[src/rtl/rxd_pkg.sv]
package rxd_pkg;

  // strobes from control to datapath
  typedef struct packed {
    logic loadFull;   // arm a full-window chunk
    logic loadEnd;    // arm a residual chunk
    logic readByte;   // store one window byte
    logic clearIdx;   // empty the frame buffer
    logic emitStep;   // send one buffered byte
  } dpCmd_t;

  typedef enum logic [1:0] {
    S_IDLE,
    S_READ,
    S_REL,
    S_EMIT
  } ctrlState_t;

  typedef enum logic [1:0] {
    J_FULL,
    J_END,
    J_DROP,
    J_OVF
  } job_t;

endpackage

[src/rtl/rxd_datapath.sv]
module rxd_datapath
  import rxd_pkg::*;
#(
  parameter int MAX_LEN     = 300,
  parameter int WIN_BYTES   = 32,
  parameter bit HAS_TRAILER = 1'b0
) (
  input  logic                          clk,
  input  logic                          rstN,
  input  dpCmd_t                        cmd,
  input  logic                          msgEnd,
  input  logic [7:0]                    statusIn,
  input  logic [$clog2(WIN_BYTES)-1:0]  resCount,
  input  logic [7:0]                    fifoData,
  output logic                          frameOk,
  output logic                          fitFull,
  output logic                          fitEnd,
  output logic                          lastRead,
  output logic                          lenOk,
  output logic                          lastEmit,
  output logic                          outValid,
  output logic [7:0]                    outData,
  output logic                          outLast,
  output logic [$clog2(MAX_LEN+1)-1:0]  outLen
);

  localparam int LEN_W = $clog2(MAX_LEN + 1);
  localparam int CNT_W = $clog2(WIN_BYTES);
  localparam int REM_W = $clog2(WIN_BYTES + 1);
  localparam int SUM_W = LEN_W + REM_W;
  localparam int STRIP = HAS_TRAILER ? 1 : 0;
  localparam logic [7:0] ACC_MASK = HAS_TRAILER ? 8'hF0 : 8'h70;
  localparam logic [7:0] ACC_VAL  = HAS_TRAILER ? 8'hA0 : 8'h20;

  logic [7:0]       mem [MAX_LEN];
  logic [LEN_W-1:0] idx;
  logic [LEN_W-1:0] ptr;
  logic [REM_W-1:0] remain;
  logic [7:0]       capStatus;
  logic [CNT_W-1:0] capRes;
  logic [REM_W-1:0] resBytes;
  logic [LEN_W-1:0] finalLen;

  // status and residual count are captured with the message-end pulse
  always_ff @(posedge clk) begin
    if (!rstN) begin
      capStatus <= '0;
      capRes    <= '0;
    end else if (msgEnd) begin
      capStatus <= statusIn;
      capRes    <= resCount;
    end
  end

  always_ff @(posedge clk) begin
    if (!rstN) begin
      idx <= '0;
    end else if (cmd.clearIdx) begin
      idx <= '0;
    end else if (cmd.readByte) begin
      idx <= idx + LEN_W'(1);
    end
  end

  always_ff @(posedge clk) begin
    if (!rstN) begin
      remain <= '0;
    end else if (cmd.loadFull) begin
      remain <= REM_W'(WIN_BYTES);
    end else if (cmd.loadEnd) begin
      remain <= resBytes;
    end else if (cmd.readByte) begin
      remain <= remain - REM_W'(1);
    end
  end

  always_ff @(posedge clk) begin
    if (cmd.readByte) begin
      mem[idx] <= fifoData;
    end
  end

  always_ff @(posedge clk) begin
    if (!rstN) begin
      ptr <= '0;
    end else if (cmd.clearIdx) begin
      ptr <= '0;
    end else if (cmd.emitStep) begin
      ptr <= ptr + LEN_W'(1);
    end
  end

  always_comb begin
    resBytes = (capRes == '0) ? REM_W'(WIN_BYTES) : REM_W'(capRes);
    finalLen = idx - LEN_W'(STRIP);
    frameOk  = (capStatus & ACC_MASK) == ACC_VAL;
    fitFull  = (SUM_W'(idx) + SUM_W'(WIN_BYTES)) < SUM_W'(MAX_LEN);
    fitEnd   = (SUM_W'(idx) + SUM_W'(resBytes)) < SUM_W'(MAX_LEN);
    lastRead = remain == REM_W'(1);
    lenOk    = idx > LEN_W'(STRIP);
    lastEmit = ptr == (finalLen - LEN_W'(1));
    outValid = cmd.emitStep;
    outData  = cmd.emitStep ? mem[ptr] : 8'h00;
    outLast  = cmd.emitStep & lastEmit;
    outLen   = cmd.emitStep ? finalLen : '0;
  end

  a_r6_idx_bound: assert property (@(posedge clk) disable iff (!rstN)
    idx < LEN_W'(MAX_LEN));
  a_r9_last_valid: assert property (@(posedge clk) disable iff (!rstN)
    outLast |-> outValid);
  a_r9_len_pos: assert property (@(posedge clk) disable iff (!rstN)
    outValid |-> (outLen != '0));
  a_r7_clear_after_frame: assert property (@(posedge clk) disable iff (!rstN)
    outLast |=> (idx == '0));

endmodule

[src/rtl/rxd_ctrl.sv]
module rxd_ctrl
  import rxd_pkg::*;
#(
  parameter bit HAS_TRAILER = 1'b0
) (
  input  logic   clk,
  input  logic   rstN,
  input  logic   poolFull,
  input  logic   msgEnd,
  input  logic   fifoOvf,
  input  logic   frameOk,
  input  logic   fitFull,
  input  logic   fitEnd,
  input  logic   lastRead,
  input  logic   lenOk,
  input  logic   lastEmit,
  output dpCmd_t cmd,
  output logic   fifoRd,
  output logic   relCmd
);

  ctrlState_t state, stateNext;
  job_t       job, jobNext;
  logic       fullP, endP, ovfP;
  logic       takeFull, takeEnd, takeOvf;

  // held events; a new pulse wins over a same-cycle clear
  always_ff @(posedge clk) begin
    if (!rstN) begin
      fullP <= 1'b0;
      endP  <= 1'b0;
      ovfP  <= 1'b0;
    end else begin
      fullP <= (fullP & ~takeFull) | poolFull;
      endP  <= (endP & ~takeEnd) | msgEnd;
      ovfP  <= (ovfP & ~takeOvf) | (fifoOvf & HAS_TRAILER);
    end
  end

  always_ff @(posedge clk) begin
    if (!rstN) begin
      state <= S_IDLE;
      job   <= J_FULL;
    end else begin
      state <= stateNext;
      job   <= jobNext;
    end
  end

  always_comb begin
    cmd       = '0;
    stateNext = state;
    jobNext   = job;
    takeFull  = 1'b0;
    takeEnd   = 1'b0;
    takeOvf   = 1'b0;
    fifoRd    = 1'b0;
    relCmd    = 1'b0;
    unique case (state)
      S_IDLE: begin
        if (ovfP) begin
          takeOvf   = 1'b1;
          jobNext   = J_OVF;
          stateNext = S_REL;
        end else if (fullP) begin
          takeFull = 1'b1;
          jobNext  = J_FULL;
          if (fitFull) begin
            cmd.loadFull = 1'b1;
            stateNext    = S_READ;
          end else begin
            cmd.clearIdx = 1'b1;
            stateNext    = S_REL;
          end
        end else if (endP) begin
          takeEnd = 1'b1;
          if (!frameOk) begin
            jobNext   = J_DROP;
            stateNext = S_REL;
          end else if (fitEnd) begin
            jobNext     = J_END;
            cmd.loadEnd = 1'b1;
            stateNext   = S_READ;
          end else begin
            jobNext      = J_END;
            cmd.clearIdx = 1'b1;
            stateNext    = S_REL;
          end
        end
      end
      S_READ: begin
        fifoRd       = 1'b1;
        cmd.readByte = 1'b1;
        if (lastRead) stateNext = S_REL;
      end
      S_REL: begin
        relCmd    = 1'b1;
        stateNext = S_IDLE;
        if (job == J_END) begin
          if (lenOk) stateNext = S_EMIT;
          else cmd.clearIdx = 1'b1;
        end else if (job == J_DROP) begin
          cmd.clearIdx = 1'b1;
        end
      end
      S_EMIT: begin
        cmd.emitStep = 1'b1;
        if (lastEmit) begin
          cmd.clearIdx = 1'b1;
          stateNext    = S_IDLE;
        end
      end
      default: stateNext = S_IDLE;
    endcase
  end

  a_r5_read_rel_excl: assert property (@(posedge clk) disable iff (!rstN)
    !(fifoRd && relCmd));
  a_r1_rel_after_read: assert property (@(posedge clk) disable iff (!rstN)
    $fell(fifoRd) |-> relCmd);
  a_r5_single_rel: assert property (@(posedge clk) disable iff (!rstN)
    relCmd |=> !relCmd);

endmodule

[src/rtl/rxd_drain.sv]
module rxd_drain
  import rxd_pkg::*;
#(
  parameter int MAX_LEN     = 300,
  parameter int WIN_BYTES   = 32,
  parameter bit HAS_TRAILER = 1'b0
) (
  input  logic                          clk,
  input  logic                          rstN,
  input  logic                          poolFull,
  input  logic                          msgEnd,
  input  logic                          fifoOvf,
  input  logic [7:0]                    statusIn,
  input  logic [$clog2(WIN_BYTES)-1:0]  resCount,
  input  logic [7:0]                    fifoData,
  output logic                          fifoRd,
  output logic                          relCmd,
  output logic                          outValid,
  output logic [7:0]                    outData,
  output logic                          outLast,
  output logic [$clog2(MAX_LEN+1)-1:0]  outLen
);

  dpCmd_t cmd;
  logic   frameOk, fitFull, fitEnd, lastRead, lenOk, lastEmit;

  rxd_ctrl #(
    .HAS_TRAILER(HAS_TRAILER)
  ) u_ctrl (
    .clk      (clk),
    .rstN     (rstN),
    .poolFull (poolFull),
    .msgEnd   (msgEnd),
    .fifoOvf  (fifoOvf),
    .frameOk  (frameOk),
    .fitFull  (fitFull),
    .fitEnd   (fitEnd),
    .lastRead (lastRead),
    .lenOk    (lenOk),
    .lastEmit (lastEmit),
    .cmd      (cmd),
    .fifoRd   (fifoRd),
    .relCmd   (relCmd)
  );

  rxd_datapath #(
    .MAX_LEN    (MAX_LEN),
    .WIN_BYTES  (WIN_BYTES),
    .HAS_TRAILER(HAS_TRAILER)
  ) u_dp (
    .clk      (clk),
    .rstN     (rstN),
    .cmd      (cmd),
    .msgEnd   (msgEnd),
    .statusIn (statusIn),
    .resCount (resCount),
    .fifoData (fifoData),
    .frameOk  (frameOk),
    .fitFull  (fitFull),
    .fitEnd   (fitEnd),
    .lastRead (lastRead),
    .lenOk    (lenOk),
    .lastEmit (lastEmit),
    .outValid (outValid),
    .outData  (outData),
    .outLast  (outLast),
    .outLen   (outLen)
  );

endmodule

[config.mk]
export PLATFORM = sky130hd
export DESIGN_NAME = rxd_drain
export DESIGN_NICKNAME = d
export VERILOG_FILES = /design/src/rtl/rxd_pkg.sv /design/src/rtl/rxd_datapath.sv /design/src/rtl/rxd_ctrl.sv /design/src/rtl/rxd_drain.sv
export SDC_FILE = /design/constraint.sdc
export NUM_CORES = 2
export LEC_CHECK = 0
export BUFFER_PORTS_ARGS = -buffer_cell sky130_fd_sc_hd__buf_2
export CAP_MARGIN = 10
export CORE_UTILIZATION = 42
export CTS_CLUSTER_DIAMETER = 60
export DETAILED_ROUTE_END_ITERATION = 7
export HOLD_SLACK_MARGIN = 0.08
export SLEW_MARGIN = 20
export SYNTH_ARGS = -nofsm -noshare
export SYNTH_HDL_FRONTEND = slang
export SYNTH_SLANG_ARGS = --single-unit
[constraint.sdc]
create_clock -name clk -period 2.8 [get_ports clk]
set_input_delay 0.56 -clock clk [delete_from_list [all_inputs] [get_ports clk]]
set_output_delay 0.56 -clock clk [all_outputs]
set_load 0.005 [all_outputs]
# Yosys cells after proc, flatten, opt, wreduce, memory -nomap -nowiden
# Memory sizes are Yosys's and may differ from the RTL's. A register that Yosys moved wholly into a read port is not among the register bits.
# Cells that the tools add are included.
classes:
  n_addsub: 6
  n_mul: 0
  div_mod_pow: 0
  order_cmp: 3
  n_eq_ne: 11
  n_shift: 0
  muxes: 56
  bitwise: 10
  reduce_logical: 9
ops:
  columns: ["operator", "n"]
  rows:
  - ["$mux 2", 16]
  - ["$lt 15x9->1 const B", 2]
  - ["$mux 1", 30]
  - ["$mux 9", 3]
  - ["$mux 6", 4]
  - ["$add 9x1->9 const B", 2]
  - ["$add 9x6->10", 1]
  - ["$add 9x6->10 const B", 1]
  - ["$eq 9x9->1", 1]
  - ["$gt 9x1->1 const B", 1]
  - ["$sub 9x1->9 const B", 1]
  - ["$mux 8", 1]
  - ["$pmux 2 s4", 1]
  - ["$eq 2x2->1 const B", 3]
  - ["$eq 6x1->1 const B", 1]
  - ["$reduce_bool 3->1", 2]
  - ["$sub 6x1->6 const B", 1]
  - ["$logic_not 5->1", 1]
  - ["$and 1x1->1", 4]
  - ["$eq 2x1->1 const B", 2]
  - ["$ne 2x2->1 const B", 2]
  - ["$ne 4x1->1 const B", 1]
  - ["$not 1->1", 4]
  - ["$reduce_or 2->1", 2]
  - ["other kinds (7)", 8]
totals:
  reg_bits: 43
  latchBits: 0
  mem_bits_rw: 2400
  romBits: 0
  elab_cells: 107
  mem_count: 1
memory_table:
  columns: ["memory", "words", "word_bits", "rd", "rd_clocked_by_memory_dff", "wr", "line_no", "text"]
  rows:
  - ["u_dp.mem", 300, 8, 1, 1, 1, "rxd_datapath.sv:35", "logic [7:0] mem [MAX_LEN];"]

# Longest topological paths before layout
logic_depth:
  depth_word: 12
  mapped_depth: 13
  depth_no_buf: 9

# By module
# Synthesis repeated with hierarchy kept, for this count alone.
hier_totals:
  hier_cells: 4526
  hier_area_um2: 95683.0
by_module_without_submodules:
  columns: ["module", "instances", "cells_each", "area_each_um2", "seq_area_each_um2"]
  rows:
  - ["rxd_datapath", 1, 4474, 95231.3, 72889.9]
  - ["rxd_ctrl", 1, 52, 451.7, 140.1]

# Worst setup path after synthesis
# Ideal clock, no wire load.
synth_timing:
  path_type: "register to output"
  start: "reg (tool-made name)"
  end: "out outData[5]"
  arrival_time_ps: 2545
  required_time_ps: 2240
  setup_slack_ps: -305
  path_stages_with_launch: 11
  path_buffers: 4
  cell_sequence: "dfxtp_1 buf_2 buf_4 buf_6 buf_2 mux4_2 mux4_2 a22oi_1 nand4_1 a31oi_1 nand3_1"
synth_lines:
  columns: ["element", "line_no", "text"]
  rows:
  - ["to (decl)", "rxd_drain.sv:19", "output logic [7:0] outData,"]

==> summary.txt <==
Yosys
  • Top_reg_cell synth: edfxtp_1
  • Top cell type's share of synthesized area: 75.4%
  • Post-synth top cells: edfxtp_1, mux4_2, nor2_1
  • Flops & latches, synth: 2448
  • Seq/Total Area, Yosys: 76.4%
  • Area leader, netlist: edfxtp_1
  • Synth top area cells: edfxtp_1, mux4_2, nor2_1, mux2i_1, dfxtp_1
  • Count of warnings emitted by yosys: 0
  • Yosys cell types: 62
  • Ys async rst share: 0%
  • Post-Synthesis Cell Area: 0.0956 mm^2
  • Most frequent cell after synthesis: edfxtp_1
  • Mapped Cells: 4443
  • Syn avg cell area: 21.5 um^2
  • Synth Net Count: 4485
  • EDFF count, synth: 2400

Critical path
  • Data arrival time of the critical path: 4.30 ns
  • Delay-heaviest family, CP: buffers and inverters
  • CP Class: flop to output port
  • Slowest stage delay, CP: 0.52 ns
  • Cell mode on critical path: buf_12
  • FF-to-FF Start: u_dp.idx[1]
  • Buf+Inv Stages, Crit Path: 6
  • CP required: 2.24 ns
  • Setup crit end kind: output port
  • Worst-path cell chain: buf_12, buf_12, buf_12, mux4_2, mux4_2, a32oi_1, buf_4, nand4_1, buf_4, a31oi_4, nand3_2, buf_2
  • Setup crit start kind: flop
  • Worst Path Max Fanout: 6
  • Slowest cell on crit path: mux4_2

Clocking
  • CTS buffer count: 276
  • Clock transition at path regs: 0.06 ns
  • Number of H-tree levels: 5
  • CTS tree: yes
  • CTS Sinks: 2448
  • Clock tree buffer depth: 4
  • Skew-Pair Late Insertion Delay: 0.91 ns
  • Root Buffer: clkbuf_16

Floorplan
  • Core box area: 0.226 mm^2
  • Row count: 174
  • Chip Width: 479 um
  • I/O Pins: 47
  • Die area: 0.230 mm^2
  • Die Height: 479 um
  • Starting Density: 42.4%

STA
  • Setup ws final: -2.06 ns
  • Final period util: 173%
  • Tmin final: 4.86 ns
  • Slew @ Worst Pin: 0.903 ns
  • Final Hold Viols: 0
  • Fmax: 206 MHz
  • Final clock skew: 0.0587 ns
  • RSZ-0062 raised after global routing: true
  • Number of max-slew violations in the final report: 0
  • Final setup fails: 9
  • Relative slew margins: 39.2%

Power and ir drop
  • Sw Ratio: 21.2%
  • Clock group share of total power: 42.8%
  • Pleak: 37.1 nW
  • Seq pwr share: 50.6%
  • PwrDens: 683 mW/mm^2
  • P_sw: 0.0169 W
  • Pint: 0.0629 W
  • Maximum vdd ir drop: 0.678 mV
  • Combinational Power Share: 6.6%

Layout
  • Final Util: 51.8%
  • Layout area overhead: 22.1%
  • Fill cell count: 17700
  • Cell Count, Final, Fillers Out: 8670
  • Layout cells sized above 1: 38.3%
  • NumNets Final: 5523

Drt
  • Via Count: 49700
  • Post-Route WL: 256000 um
  • DRC viols: 0
  • Vias per cell: 5.73
  • WL/cell: 29.6 um
  • Initial DRT Pass Iterations: 5
  • DRT antenna net count: 0
  • Drt first-iter violations: 5967

Job
  • Max Cap Viol: 0

GRT
  • Initial antenna violation count: 5
  • Pin count of the biggest net entering global routing: 120
  • GRT Total Usage: 22.4%
  • GRT overflow: 0
  • Vias in the first global route: 50200
  • First-pass GRT wire length: 369000 um

Place
  • RD Place Congestion: 0.841
  • Placed cells: 8091
  • Port bufs: 40
  • Dpl hpwl: 165000 um

Run status
  • Status: complete, but fails checks
  • Failing checks: negative setup slack

Min path
  • Hold Path Origin: fifoData[1]
  • HP Class: input pin to flop
-- placed cells by master, fill, tap and decap left out, drive strengths merged, types with 22 or more instances in the layout --
master and count:
o21ai 38, o22ai 26, nand3 48, nand2 77, inv 26, edfxtp 2400
mux2i 113, dlygate4sd3 26, nor2 375, nor2b 32, clkbuf 341, a21oi 53
mux2 27, nor3 22, a22oi 22, clkinv 95, dfxtp 48, mux4 661
buf 991
-- kinds of logic (layout without fill, tap and decap cells) --
kind of cell,after synthesis,count (layout),share of synthesized area (%)
multiplexers,801,801,17.1
XOR/XNOR,32,32,0.293
AO/OA/AOI/OAI,250,250,1.77
buffers and inverters,277,1510,1.48
adder cells (fa/ha/maj),16,16,0.209
flip-flops,2448,2448,76.4
other,0,2,0
AND/OR/NAND/NOR,619,619,2.81
-- final timing paths --
path                                         to  slack [ns]  cells past startpoint
worst max-delay path                 outData[5]       -2.06                     12
worst min-delay path            u_dp.mem[26][1]        0.16                      1
worst max register to register             flop        0.10                     11
worst min register to register      u_ctrl.ovfP        0.52                      1
-- power groups by stage --
stage / Clock (W) / Sequential, W / Combinational, W
3_5_place_dp: 0 / 0.0411 / 0.00467
5_1_grt: 0.0361 / 0.0403 / 0.00557
4_1_cts: 0.0347 / 0.0404 / 0.00520
3_3_place_gp: 0 / 0.0411 / 0.00462
6_report: 0.0341 / 0.0404 / 0.00526
2_1_floorplan: 0 / 0.0411 / 0.00268
-- final cells by class --
| class | count | area, um^2 | share of cell area, % |
|---|---|---|---|
| clock buffer | 339 | 7300 | 6.25 |
| sequential | 2448 | 73100 | 62.6 |
| antenna | 2 | 5.00 | 0.00429 |
| timing repair buffer | 1021 | 9660 | 8.27 |
| tap | 2992 | 3740 | 3.21 |
| clock inverter | 134 | 1120 | 0.962 |
| multi-input combinational | 1718 | 21800 | 18.7 |
| timing repair inverter | 1 | 6.26 | 0.00536 |
| inverter | 15 | 75.1 | 0.0643 |
-- layer usage --
metal | routed length [um] | vias up | share of wire (%) | global-route usage [%]
met2 | 123000 | 2038 | 48 | 35.7
met3 | 19100 | 368 | 7.5 | 3.86
met1 | 107000 | 26600 | 42 | 31.9
met5 | 18 | - | 0.0070 | 0
li1 | - | 20700 | - | -
met4 | 7140 | 2 | 2.8 | 6.50
-- repair_timing --
action / in CTS / in global routing
pin swaps: 23 / 23
hold endpoints to repair: 142 / 0
hold buffers: 26 / 0
setup endpoints to repair: 89 / 97
gates resized for setup: 140 / 81
gates cloned: 7 / 2
setup buffers: 56 / 23
-- sequential cells by signal, indices dropped and copies added, names as in the netlist, named ones only --
signal,cells
u_dp.ptr,9
u_dp.idx,9
u_ctrl.endP,1
u_ctrl.state,2
u_dp.remain,6
u_ctrl.ovfP,1
u_dp.capStatus,3
u_dp.mem,2400
u_ctrl.job,2
u_dp.capRes,5
u_ctrl.fullP,1
-- per-stage QoR --
| stage | hold slack [ns] | area [um^2] | TNS, ns | setup WS (ns) | total power, W |
|---|---|---|---|---|---|
| final | 0.163 | 117000 | -15.49 | -2.06 | 0.0798 |
| after global routing | 0.155 | 117000 | -16.16 | -2.11 | 0.0820 |
| after CTS | 0.128 | 116000 | -16.32 | -2.13 | 0.0802 |
| after detailed placement | 0.506 | 106000 | -10.78 | -1.61 | 0.0458 |
| after global placement | 0.493 | 106000 | -11.28 | -2.22 | 0.0457 |
| after floorplan | 0.474 | 96000 | -0.694 | -0.158 | 0.0438 |
(Power assumes the default switching activity.)
